### src/rtl/dbg_pkg.sv
package dbg_pkg;
  localparam logic [7:0] FN_STAT  = 8'hFF;
  localparam logic [7:0] FN_READ  = 8'hFE;
  localparam logic [7:0] FN_WRITE = 8'hFD;
  localparam logic [7:0] FN_SET   = 8'hF9;
  localparam logic [7:0] FN_PIN   = 8'hF8;
  localparam logic [7:0] FN_POUT  = 8'hF7;
  localparam logic [7:0] FN_ERR   = 8'hF0;

  typedef enum logic [2:0] {
    OP_STAT, OP_READ, OP_WRITE, OP_SET, OP_PIN, OP_POUT, OP_BAD
  } op_e;

  typedef enum logic [3:0] {
    ST_IDLE, ST_DESC, ST_RD_ISSUE, ST_RD_CAP, ST_WR, ST_VF_ISSUE, ST_VF_CAP,
    ST_PO, ST_SB_OLD, ST_SB_WR, ST_SB_VF, ST_SB_VFCAP, ST_REPLY
  } state_e;
endpackage

### src/rtl/dbg_op_decode.sv
module dbg_op_decode
  import dbg_pkg::*;
(
  input  logic [7:0] func_i,
  output op_e        op_o
);
  always_comb begin
    unique case (func_i)
      FN_STAT:  op_o = OP_STAT;
      FN_READ:  op_o = OP_READ;
      FN_WRITE: op_o = OP_WRITE;
      FN_SET:   op_o = OP_SET;
      FN_PIN:   op_o = OP_PIN;
      FN_POUT:  op_o = OP_POUT;
      default:  op_o = OP_BAD; // register, run and unknown codes
    endcase
  end
endmodule

### src/rtl/dbg_reply_buf.sv
module dbg_reply_buf #(
  parameter int DEPTH = 16,
  localparam int IW = (DEPTH > 1) ? $clog2(DEPTH) : 1
) (
  input  logic             clk_i,
  input  logic             rst_ni,
  input  logic             wr_en_i,
  input  logic [IW-1:0]    wr_idx_i,
  input  logic [7:0]       wr_byte_i,
  output logic [DEPTH*8-1:0] data_o
);
  for (genvar i = 0; i < DEPTH; i++) begin : g_byte
    always_ff @(posedge clk_i or negedge rst_ni) begin
      if (!rst_ni)                               data_o[8*i +: 8] <= '0;
      else if (wr_en_i && wr_idx_i == IW'(i))    data_o[8*i +: 8] <= wr_byte_i;
    end
  end
endmodule

### src/rtl/dbg_cmd_engine.sv
module dbg_cmd_engine
  import dbg_pkg::*;
#(
  parameter int         PAYLOAD_MAX = 16,
  parameter logic [7:0] TARGET_ID   = 8'h5A,
  localparam int PW = PAYLOAD_MAX * 8,
  localparam int BW = (PAYLOAD_MAX > 1) ? $clog2(PAYLOAD_MAX) : 1
) (
  input  logic          clk_i,
  input  logic          rst_ni,
  input  logic          cmd_valid_i,
  input  logic [7:0]    cmd_func_i,
  input  logic [7:0]    cmd_len_i,
  input  logic [PW-1:0] cmd_data_i,
  output logic          busy_o,
  output logic          rsp_valid_o,
  input  logic          rsp_ready_i,
  output logic [7:0]    rsp_func_o,
  output logic [7:0]    rsp_len_o,
  output logic [PW-1:0] rsp_data_o,
  output logic [15:0]   mem_addr_o,
  output logic [7:0]    mem_wdata_o,
  output logic          mem_we_o,
  input  logic [7:0]    mem_rdata_i
);
  state_e      state;
  op_e         dec_op;
  logic [7:0]  cmd_q [PAYLOAD_MAX];
  logic [15:0] base_q;
  logic [7:0]  idx_q, cnt_q, rfunc_q, rlen_q, old_q;

  logic          buf_we;
  logic [BW-1:0] buf_idx;
  logic [7:0]    buf_byte;

  dbg_op_decode u_dec (.func_i(cmd_func_i), .op_o(dec_op));

  dbg_reply_buf #(.DEPTH(PAYLOAD_MAX)) u_buf (
    .clk_i, .rst_ni,
    .wr_en_i(buf_we), .wr_idx_i(buf_idx), .wr_byte_i(buf_byte),
    .data_o(rsp_data_o)
  );

  function automatic logic [7:0] cbyte(input logic [9:0] pos);
    logic [7:0] r = '0;
    for (int i = 0; i < PAYLOAD_MAX; i++) if (pos == 10'(i)) r = cmd_q[i];
    return r;
  endfunction

  function automatic logic [7:0] din(input int k);
    return cmd_data_i[8*k +: 8];
  endfunction

  logic [9:0]  rec_pos;
  logic [15:0] rec_addr;
  logic [7:0]  rec_val, wr_val;
  logic        last, vf_bad;

  always_comb begin
    rec_pos  = {idx_q, 2'b00};
    rec_addr = {cbyte(rec_pos + 10'd2), cbyte(rec_pos + 10'd1)};
    rec_val  = cbyte(rec_pos + 10'd3);
    wr_val   = cbyte({2'b00, idx_q} + 10'd3);
    last     = (idx_q == cnt_q - 8'd1);
    vf_bad   = (mem_rdata_i != wr_val);
  end

  // bus and reply-buffer drive
  always_comb begin
    mem_addr_o  = base_q + {8'h00, idx_q};
    mem_we_o    = 1'b0;
    mem_wdata_o = '0;
    buf_we      = 1'b0;
    buf_idx     = idx_q[BW-1:0];
    buf_byte    = '0;
    unique case (state)
      ST_IDLE: if (cmd_valid_i) begin
        if (dec_op == OP_BAD) begin
          buf_we = 1'b1; buf_idx = '0; buf_byte = 8'd1;
        end else if (dec_op == OP_WRITE && cmd_len_i <= 8'd3) begin
          buf_we = 1'b1; buf_idx = '0;
        end
      end
      ST_DESC: begin
        buf_we   = 1'b1;
        buf_byte = (idx_q == 8'd0) ? TARGET_ID :
                   (idx_q == 8'd1) ? 8'(PAYLOAD_MAX) : 8'h00;
      end
      ST_RD_CAP: begin buf_we = 1'b1; buf_byte = mem_rdata_i; end
      ST_WR: begin mem_we_o = 1'b1; mem_wdata_o = wr_val; end
      ST_VF_CAP: if (vf_bad || last) begin
        buf_we = 1'b1; buf_idx = '0; buf_byte = {7'd0, vf_bad};
      end
      ST_PO: begin
        mem_addr_o = base_q; mem_we_o = 1'b1; mem_wdata_o = cbyte(10'd2);
        buf_we = 1'b1; buf_idx = '0;
      end
      ST_SB_OLD, ST_SB_VF: mem_addr_o = rec_addr;
      ST_SB_WR: begin mem_addr_o = rec_addr; mem_we_o = 1'b1; mem_wdata_o = rec_val; end
      ST_SB_VFCAP: begin
        mem_addr_o = rec_addr;
        if (mem_rdata_i == rec_val) begin buf_we = 1'b1; buf_byte = old_q; end
      end
      default: ;
    endcase
  end

  always_ff @(posedge clk_i or negedge rst_ni) begin
    if (!rst_ni) begin
      state   <= ST_IDLE;
      base_q  <= '0;
      idx_q   <= '0;
      cnt_q   <= '0;
      rfunc_q <= '0;
      rlen_q  <= '0;
      old_q   <= '0;
      for (int i = 0; i < PAYLOAD_MAX; i++) cmd_q[i] <= '0;
    end else begin
      unique case (state)
        ST_IDLE: if (cmd_valid_i) begin
          for (int i = 0; i < PAYLOAD_MAX; i++) cmd_q[i] <= din(i);
          rfunc_q <= cmd_func_i;
          idx_q   <= '0;
          unique case (dec_op)
            OP_STAT: begin rlen_q <= 8'd3; state <= ST_DESC; end
            OP_READ: begin
              base_q <= {din(2), din(1)};
              cnt_q  <= din(3);
              rlen_q <= din(3);
              state  <= (din(3) == 8'd0) ? ST_REPLY : ST_RD_ISSUE;
            end
            OP_PIN: begin
              base_q <= {din(1), din(0)};
              cnt_q  <= 8'd1;
              rlen_q <= 8'd1;
              state  <= ST_RD_ISSUE;
            end
            OP_WRITE: begin
              base_q <= {din(2), din(1)};
              cnt_q  <= (cmd_len_i > 8'd3) ? cmd_len_i - 8'd3 : 8'd0;
              rlen_q <= 8'd1;
              state  <= (cmd_len_i > 8'd3) ? ST_WR : ST_REPLY;
            end
            OP_POUT: begin
              base_q <= {din(1), din(0)};
              rlen_q <= 8'd1;
              state  <= ST_PO;
            end
            OP_SET: begin
              cnt_q  <= {2'b00, cmd_len_i[7:2]};
              rlen_q <= 8'd0;
              state  <= (cmd_len_i[7:2] == 6'd0) ? ST_REPLY : ST_SB_OLD;
            end
            default: begin
              rfunc_q <= FN_ERR;
              rlen_q  <= 8'd1;
              state   <= ST_REPLY;
            end
          endcase
        end
        ST_DESC: begin
          idx_q <= idx_q + 8'd1;
          if (idx_q == 8'd2) state <= ST_REPLY;
        end
        ST_RD_ISSUE: state <= ST_RD_CAP;
        ST_RD_CAP: begin
          idx_q <= idx_q + 8'd1;
          state <= last ? ST_REPLY : ST_RD_ISSUE;
        end
        ST_WR: begin
          if (last) begin idx_q <= '0; state <= ST_VF_ISSUE; end
          else idx_q <= idx_q + 8'd1;
        end
        ST_VF_ISSUE: state <= ST_VF_CAP;
        ST_VF_CAP: begin
          if (vf_bad || last) state <= ST_REPLY;
          else begin idx_q <= idx_q + 8'd1; state <= ST_VF_ISSUE; end
        end
        ST_PO: state <= ST_REPLY;
        ST_SB_OLD: state <= ST_SB_WR;
        ST_SB_WR: begin old_q <= mem_rdata_i; state <= ST_SB_VF; end
        ST_SB_VF: state <= ST_SB_VFCAP;
        ST_SB_VFCAP: begin
          if (mem_rdata_i == rec_val) begin
            rlen_q <= idx_q + 8'd1;
            if (last) state <= ST_REPLY;
            else begin idx_q <= idx_q + 8'd1; state <= ST_SB_OLD; end
          end else state <= ST_REPLY; // truncate at first failed record
        end
        ST_REPLY: if (rsp_ready_i) state <= ST_IDLE;
        default: state <= ST_IDLE;
      endcase
    end
  end

  assign busy_o      = (state != ST_IDLE);
  assign rsp_valid_o = (state == ST_REPLY);
  assign rsp_func_o  = rfunc_q;
  assign rsp_len_o   = rlen_q;
endmodule

### config.mk
export PLATFORM = sky130hd
export DESIGN_NAME = dbg_cmd_engine
export DESIGN_NICKNAME = d
export VERILOG_FILES = /design/src/rtl/dbg_pkg.sv /design/src/rtl/dbg_op_decode.sv /design/src/rtl/dbg_reply_buf.sv /design/src/rtl/dbg_cmd_engine.sv
export SDC_FILE = /design/constraint.sdc
export NUM_CORES = 1
export LEC_CHECK = 0
export ABC_AREA = 0
export CAP_MARGIN = 5
export CORE_MARGIN = 4
export CORE_UTILIZATION = 44
export DETAILED_ROUTE_END_ITERATION = 10
export PLACE_DENSITY = 0.69
export SYNTH_ARGS = -nofsm -noshare
export SYNTH_HDL_FRONTEND = slang
export SYNTH_SLANG_ARGS = --single-unit
### constraint.sdc
create_clock -name clk_i -period 4.6 [get_ports clk_i]
set_input_delay 0.92 -clock clk_i [delete_from_list [all_inputs] [get_ports clk_i]]
set_output_delay 0.92 -clock clk_i [all_outputs]
set_load 0.01 [all_outputs]
* Word level (Yosys, flattened, before mapping)
Index checks and enable logic that the tools add are counted.
W data, S select, Z words.
** Storage, ports and cells
- Register bits :: 316
- Latch bits :: 0
- RAM bits :: 0
- Memory bits (read-only) :: 0
- Input bits :: 156
- Output and inout bits :: 171
- Memories kept :: 0
** Operators by class
- Add/subtract/negate cells :: 8
- Multipliers :: 0
- Divide/modulo/power cells :: 0
- Magnitude comparators :: 2
- Equal/unequal tests :: 111
- Shifts and indexed selects :: 0
- Mux-type cells :: 113
- Bitwise operators :: 0
- Reduce and logical (&&, ||, !) cells :: 46
** Operators by type and width (count)
- $mux W8 :: 74
- $eq A10 B4 Y1 const B :: 24
- $eq A10 B3 Y1 const B :: 12
- $pmux W8 S5 :: 2
- $eq A9 B4 Y1 const B :: 8
- $pmux W16 S2 :: 2
- $eq A10 B2 Y1 const B :: 6
- $eq A4 B4 Y1 const B :: 13
- $mux W4 :: 13
- $pmux W4 S13 :: 1
- $eq A8 B8 Y1 const B :: 6
- $pmux W8 S3 :: 2
- $logic_not A10 Y1 :: 4
- $eq A9 B3 Y1 const B :: 4
- $eq A4 B3 Y1 const B :: 8
- $pmux W8 S4 :: 1
- $eq A10 B1 Y1 const B :: 3
- $pmux W4 S6 :: 1
- $add A10 B2 Y10 const B :: 2
- $eq A9 B2 Y1 const B :: 2
- $pmux W3 S6 :: 1
- $logic_and A1 B1 Y1 :: 17
- $add A16 B8 Y16 :: 1
- $eq A4 B2 Y1 const B :: 4
- 41 further kinds :: 69

* Depth between registers and ports, before layout
Gate-level depths: netlist of the first run.
- Word-level depth :: 24
- Gate-level depth with buffers :: 17
- Depth with buffers taken out :: 14

* Cells and area by module
A second synthesis of the first run with hierarchy kept.
** Unflattened totals
- Cell total of the unflattened synthesis :: 1967
- Area total of the unflattened synthesis :: 17635.7 sq um
** By module, submodules not included
- dbg_cmd_engine :: times used 1, cells an instance 1662, area an instance 12638.4 sq um, sequential area each 4704.5 sq um
- dbg_reply_buf :: times used 1, cells an instance 292, area an instance 4914.7 sq um, sequential area each 3203.1 sq um
- dbg_op_decode :: times used 1, cells an instance 13, area an instance 82.6 sq um, sequential area each 0.0 sq um

* Worst setup path after synthesis of the first run
No wires, ideal clock.
- Path kind :: flip-flop to output port
- From :: register idx_q[0]
- To :: output port mem_addr_o[0]
- Arrival :: 3.224 ns
- Slack :: 0.456 ns
- Stages on the path, launching flop included :: 16
- Path buffers :: 6
- Path through :: dfrtp_1 buf_1 inv_1 ha_1 clkbuf_1 clkbuf_1 clkbuf_1 nor2_1 or3_1 clkbuf_1 clkbuf_1 a21oi_1 a21oi_1 nand2_1 o21ai_0 o21ai_0
** Between the ends
- Cells in the longest elaborated chain, start to end :: 19
- Elaborated cells on any way between the ends :: 35
** RTL lines
- start: declaration :: RTL line dbg_cmd_engine.sv:30 : logic [7:0] idx_q, cnt_q, rfunc_q, rlen_q, old_q;
- start signal: assignment :: RTL line dbg_cmd_engine.sv:162 : idx_q <= idx_q + 8'd1;
- start signal: assignment :: RTL line dbg_cmd_engine.sv:167 : idx_q <= idx_q + 8'd1;
- start signal: assignment :: RTL line dbg_cmd_engine.sv:172 : else idx_q <= idx_q + 8'd1;
- $add A10 B1 Y10 :: RTL line dbg_cmd_engine.sv:61 : rec_addr = {cbyte(rec_pos + 10'd2), cbyte(rec_pos + 10'd1)};
- $logic_not A10 Y1 :: RTL line dbg_cmd_engine.sv:46 : for (int i = 0; i < PAYLOAD_MAX; i++) if (pos == 10'(i)) r = cmd_q[i];
- $mux W8 (16 in a row) :: RTL line dbg_cmd_engine.sv:46
- $pmux W16 S2 (*) :: RTL line dbg_cmd_engine.sv:76 : unique case (state)
- end: declaration :: RTL line dbg_cmd_engine.sv:21 : output logic [15:0] mem_addr_o,
Mark *: on every way between the ends. The rest lies on a longest branch, timed or not.

* Worst setup path after layout of the first run
- From :: register idx_q[1]
- To :: output port mem_addr_o[1]
The elaborated chain is that of the path after synthesis.

==> flow_summary.yaml, run 1 <==
cells_and_area:
  drive_above_1_share: 0.1390
  syn_to_final_growth_pct: 34.85
  final_common_cell: "nand2_1"
  mostFrequentLayoutCells: "556 x nand2_1, 311 x clkdlybuf4s50_1, 308 x dfrtp_1"
  antennaDiodeCount: 0
  final_nets: 2538
clocking:
  root_buffer: "clkbuf_16"
  clk_pin_slew_ns: 0.05
  numClockSinks: 316
  clk_latency_ns: 0.56
  cts_tree: "yes"
  cts-buffers-inserted: 37
  hold_buffers: 0
  ctsLongestPathBuffers: 3
  htreeDepth: 2
sta:
  fin_crit_ns: 4.525
  clock_skew_ns: 0.02323
  maxSlewViolCount: 0
  hold_slack_ns: 0.4779
  max_slew.worst_pin.slew_ns: 0.9700
  max_freq_mhz: 221.0
  fin_ws_ns: 0.07522
  setup_violations: 0
  relSlewSlack: 0.3533
  hold_violations: 0
  post-route-period-util: 0.9836
placement:
  dpl.hpwl_mm: 53.12
  post-place-ws_ns: -0.3396
  io_buffers: 326
  gp_congestion: 1.007
floorplanning:
  coreArea_sq_um: 39100
  die_x_um: 208.0
  die_height_um: 208.0
  initial_core_util: 0.4500
  die-area_sq_um: 43250
  fp-row-count: 72
  ios: 327
pwr:
  pwr_density_cell_nw_per_um2: 537.9
  worst_ir_drop_vdd_uv: 280.1
  p_leak_nw: 10.89
outcome:
  status: "finished, final reports clean"
grt:
  grt_pass1_wl_mm: 105.6
  grt_max_degree: 120
  globalRoute.busiestLayer: "met2"
  grt_pass1_vias: 17010
  grt_use_met3: 0.04850
  use_met2: 0.5175
  grt.met1_usage: 0.4076
  globalRouteTotalUtil: 0.3120
  antenna_found_initial: 1
  gr-total-overflow: 0
setup_path:
  slowest_delay_ns: 0.60
  start_kind: "register"
  cp.arrival_ns: 3.60
  path_cells: "inv_2 -> ha_4 -> buf_12 -> inv_1 -> nor2_1 -> buf_12 -> nand2_1 -> a21oi_1 -> a21oi_1 -> nand2_1 -> o21ai_0 -> o221ai_1 -> clkdlybuf4s50_1"
  slowest_stage: "clkdlybuf4s50_1"
  path_class: "register to output port"
  cp.required_ns: 3.68
  end_kind: "output port"
  worstPathMaxFanout: 22
drt:
  vias: 17200
  dr.first_iter.drc_count: 1739
  first_pass_iters: 6
  viasPerCell: 5.918
  wirelength_mm: 70.87
  drtAntennaViolNets: 0
  route.detailed.drc: 0
  post_drt_wl_per_cell_um: 24.39
yosys:
  synthArstFlopShare: 1.000
  ys_top_cells_by_area: "dfrtp_1 45%, nand2_1 12%, mux2_1 5.0%"
  netlist_area_sq_um: 17590
  synth_nets: 2170
  ys_types: 90
  avgSynthCellArea_sq_um: 8.824
  synth_edf_count: 0
  yosysWarnings: 0
  synth-seq-area-share: 0.4494
  synth_top_area_share: 0.4494
  yosysTopAreaCell: "dfrtp_1"
  ys.flop_type: "dfrtp_1"
  ys_seq_elements: 316
  synth_cells: 1994
hold_path:
  min_path_type: "register to register"
job:
  drv_cap: 0
[critical path, delay by kind of cell (launching register included)]
kind / cells / cell delay [ns]
buffers and inverters: 5 / 1.31
AO/OA/AOI/OAI: 4 / 0.71
flip-flops: 1 / 0.44
AND/OR/NAND/NOR: 3 / 0.36
adder cells (fa/ha/maj): 1 / 0.23
[flip-flops by register name, indices dropped and copies added (netlist names)]
signal and count:
base_q 16, cmd_q 128, cnt_q 8, idx_q 8, old_q 8, rsp_func_o 8
rsp_len_o 8, state 4, u_buf.data_o 128
[through the flow]
stage | std cells | utilization | TNS, ns | power (mW) | cell area, sq um
after CTS | 2890 | 0.5970 | -0.2949 | 12.44 | 23340
after detailed placement | 2815 | 0.5623 | -3.613 | 9.421 | 21990
after global routing | 2906 | 0.6068 | -0.09233 | 13.38 | 23730
after floorplan | 1994 | - | 0 | 6.818 | 17590
final | 2906 | 0.6068 | 0 | 12.76 | 23730
after global placement | 2815 | 0.5623 | -2.602 | 9.366 | 21990
[routing by layer]
layer | vias up | part of all wire | wire (um)
met4 | 2 | 0.053 | 3733
met1 | 8393 | 0.40 | 28610
met3 | 201 | 0.070 | 4952
met2 | 840 | 0.47 | 33560
li1 | 7761 | - | -
met5 | - | 0.00017 | 12
[where the power goes]
group	switching, mW	internal [mW]
logic	3.27	2.28
registers	0.879	3.44
clock network	1.21	1.68
total	5.36	7.40
[Yosys cell counts, types with 27 or more instances]
master	count
a21oi_1	102
clkbuf_1	115
dfrtp_1	316
inv_1	36
mux2_1	78
mux2_2	43
nand2_1	556
nand3_1	32
nor2_1	75
nor2b_1	27
nor3_1	34
o211ai_1	32
o21ai_0	115
[final timing paths]
kind	cells after the start	slack (ns)	start	end
worst max-delay path	13	0.08	idx_q[1]	mem_addr_o[1]
worst min-delay path	2	0.48	cmd_q[99]	cmd_q[99]
worst max register to register	17	0.44	idx_q[0]	idx_q[0]
worst min register to register	2	0.48	cmd_q[99]	cmd_q[99]
max in group asynchronous	2	3.09	rst_ni	u_buf.data_o[37]
min in group asynchronous	1	0.50	rst_ni	rsp_len_o[0]
[timing repair]
action	CTS	global route
cloned	0	3
setup buffers	10	13
endpoints found under the setup margin	38	23
pin swaps	5	11
gates resized for setup	37	56
[kinds of logic (layout without fill, tap and decap cells)]
| kind of cell | after synthesis | count (layout) | share of synthesized area |
|---|---|---|---|
| mux | 145 | 145 | 0.09309 |
| buf+inv | 170 | 564 | 0.03762 |
| fa+ha+maj | 20 | 20 | 0.01465 |
| flops | 316 | 316 | 0.4494 |
| compound gates | 450 | 450 | 0.1700 |
| simple gates | 859 | 859 | 0.2183 |
| xor+xnor | 34 | 34 | 0.01693 |
[final cells by class]
| type | instances | area [sq um] |
|---|---|---|
| Clock buffer | 52 | 1062 |
| Clock inverter | 13 | 128.9 |
| Fill cell | 3438 | 15370 |
| Inverter | 37 | 141.4 |
| Multi-Input combinational cell | 1508 | 9305 |
| Sequential cell | 316 | 7918 |
| Tap cell | 518 | 648.1 |
| Timing Repair Buffer | 462 | 4522 |
No activity file was read; power rests on OpenSTA's default activity.
==> inputs of run 2 (changes only) <==
--- a/config.mk
+++ b/config.mk
@@ -10,7 +10,7 @@
 export CORE_MARGIN = 4
 export CORE_UTILIZATION = 44
 export DETAILED_ROUTE_END_ITERATION = 10
-export PLACE_DENSITY = 0.69
+export DONT_BUFFER_PORTS = 1
 export SYNTH_ARGS = -nofsm -noshare
 export SYNTH_HDL_FRONTEND = slang
 export SYNTH_SLANG_ARGS = --single-unit
==> flow_summary.yaml, run 2 (synthesis gave the netlist of run 1 again) <==
grt:
  globalRouteTotalUtil: 0.2944
  gr-total-overflow: 0
  grt_pass1_wl_mm: 99.02
  grt_pass1_vias: 15170
  antenna_found_initial: 0
  grt_max_degree: 317
sta:
  rsz0062_at_grt: "yes"
  relSlewSlack: 0.3452
  post-route-period-util: 1.000
  hold_slack_ns: 0.05691
  max_slew.worst_pin.slew_ns: 0.9746
  maxSlewViolCount: 0
  hold_violations: 0
  max_freq_mhz: 217.3
  fin_crit_ns: 4.602
  setup_violations: 1
  clock_skew_ns: 0.02928
  tns_ns: -0.002161
  fin_ws_ns: -0.002161
pwr:
  combPwrFrac: 0.391
  p_leak_nw: 9.311
  worst_ir_drop_vdd_uv: 360.0
  pwr_density_cell_nw_per_um2: 599.8
  power_mw: 11.95
  p_sw_mw: 5.007
  p_clk_frac: 0.247
  seqPwrFrac: 0.362
  p_int_mw: 6.948
  switching_share: 0.4188
drt:
  viasPerCell: 6.113
  drtAntennaViolNets: 0
  post_drt_wl_per_cell_um: 26.02
  dr.first_iter.drc_count: 1860
  wirelength_mm: 66.12
  vias: 15530
  route.detailed.drc: 0
  first_pass_iters: 6
floorplanning:
  ios: 327
  die-area_sq_um: 43250
  die_x_um: 208.0
  coreArea_sq_um: 39100
  die_height_um: 208.0
  initial_core_util: 0.4500
  fp-row-count: 72
setup_path:
  slowest_stage: "dfrtp_1"
  crit_top_cell: "a21oi_1"
  path_cells: "clkinvlp_4 -> ha_4 -> nand4b_1 -> o22ai_2 -> o211ai_1 -> buf_4 -> or3_1 -> a21oi_1 -> o22a_1 -> o21ai_0 -> a21oi_1 -> a211o_1"
  slowest_delay_ns: 0.40
  path_delay_family: "compound AO/OA/AOI/OAI gates"
  end_kind: "output port"
  cp_num_buf_inv: 2
  start_kind: "register"
  path_class: "register to output port"
  worstPathMaxFanout: 7
  cp.required_ns: 3.68
  cp.arrival_ns: 3.68
placement:
  post-place-ws_ns: 0.3017
  placed_cell_area_sq_um: 18430
  dp.cells: 2465
  io_buffers: 0
  dpl.hpwl_mm: 49.04
  gp_congestion: 0.9987
cells_and_area:
  stdcell_count: 2541
  top_regs: "cmd_q (128), u_buf.data_o (128), base_q (16)"
  antennaDiodeCount: 0
  syn_to_final_growth_pct: 13.28
  multi_input_area_sq_um: 9218
  nFillCells: 3766
  final_common_cell: "nand2_1"
  mostFrequentLayoutCells: "556 x nand2_1, 313 x dfrtp_1, 113 x o21ai_0"
  seq_area_sq_um: 7914
  post-route-util: 0.5098
  final_nets: 2174
  design_area_sq_um: 19930
  drive_above_1_share: 0.1285
job:
  drv_cap: 0
clocking:
  ctsLongestPathBuffers: 3
  htreeDepth: 2
  clk_pin_slew_ns: 0.06
  clk_latency_ns: 0.56
  cts-buffers-inserted: 36
  cts_tree: "yes"
  root_buffer: "clkbuf_16"
  hold_buffers: 0
  numClockSinks: 316
hold_path:
  min_path_type: "primary input to asynchronous set/reset pin"
outcome:
  failed_checks: "setup timing"
  status: "finished, violations left"
==> run 2: power by group through the flow <==
stage / logic, mW / registers [mW] / clock network [mW]
floorplan: 2.94 / 3.88 / 0
global placement: 4.29 / 4.32 / 0
detailed placement: 4.34 / 4.34 / 0
CTS: 4.41 / 4.29 / 3.01
global route: 5.02 / 4.37 / 3.13
finish: 4.68 / 4.32 / 2.96
==> run 2: worst paths after layout <==
check                                from          endpoint  slack [ns]  cells after the start
max                              idx_q[1]    mem_wdata_o[5]      -0.002                     12
min                                rst_ni     rsp_func_o[2]        0.06                      0
max reg2reg                      idx_q[0]  u_buf.data_o[82]        0.19                     14
min reg2reg                      old_q[2]          old_q[2]        0.48                      2
max in group asynchronous          rst_ni  u_buf.data_o[24]        3.92                      0
min in group clk_i         cmd_data_i[75]         cmd_q[51]        0.46                      2
==> run 2: timing repair <==
action | in CTS | in global routing
gates resized for setup | 11 | 26
buffers inserted | 2 | 11
hold endpoints to repair | 0 | 0
pin swaps | 0 | 4
endpoints found under the setup margin | 17 | 21
==> run 2: cell type report <==
cell class / instances / share of cell area
clock inverters: 10 / 0.007220
well taps: 518 / 0.03252
repair buffers: 99 / 0.03999
inverters: 37 / 0.007157
clock buffers: 53 / 0.05355
flip-flops and latches: 316 / 0.3971
multi-input cells: 1508 / 0.4625
==> run 2: worst reg2reg max path: cells and delay by family (launching register included) <==
kind	cells	cell delay, ns
adder cells (fa/ha/maj)	1	0.37
multiplexers	1	0.37
buffers and inverters	4	0.70
flip-flops	1	0.43
AO/OA/AOI/OAI	3	1.06
AND/OR/NAND/NOR	5	1.37
==> run 2: per-layer routing <==
layer	track usage	vias up	wire length (um)
met2	0.4845	730	31680
met1	0.3879	7626	26720
met4	0.1166	0	2934
met5	0	-	0
li1	-	7015	-
met3	0.05347	163	4789
==> inputs of run 3 (changes only) <==
--- a/config.mk
+++ b/config.mk
@@ -6,11 +6,11 @@
 export NUM_CORES = 1
 export LEC_CHECK = 0
 export ABC_AREA = 0
-export CAP_MARGIN = 5
 export CORE_MARGIN = 4
 export CORE_UTILIZATION = 44
 export DETAILED_ROUTE_END_ITERATION = 10
 export DONT_BUFFER_PORTS = 1
+export SLEW_MARGIN = 20
 export SYNTH_ARGS = -nofsm -noshare
 export SYNTH_HDL_FRONTEND = slang
 export SYNTH_SLANG_ARGS = --single-unit
==> results of run 3 <==
The final DEF is identical to that of run 2; final timing and power are the same.
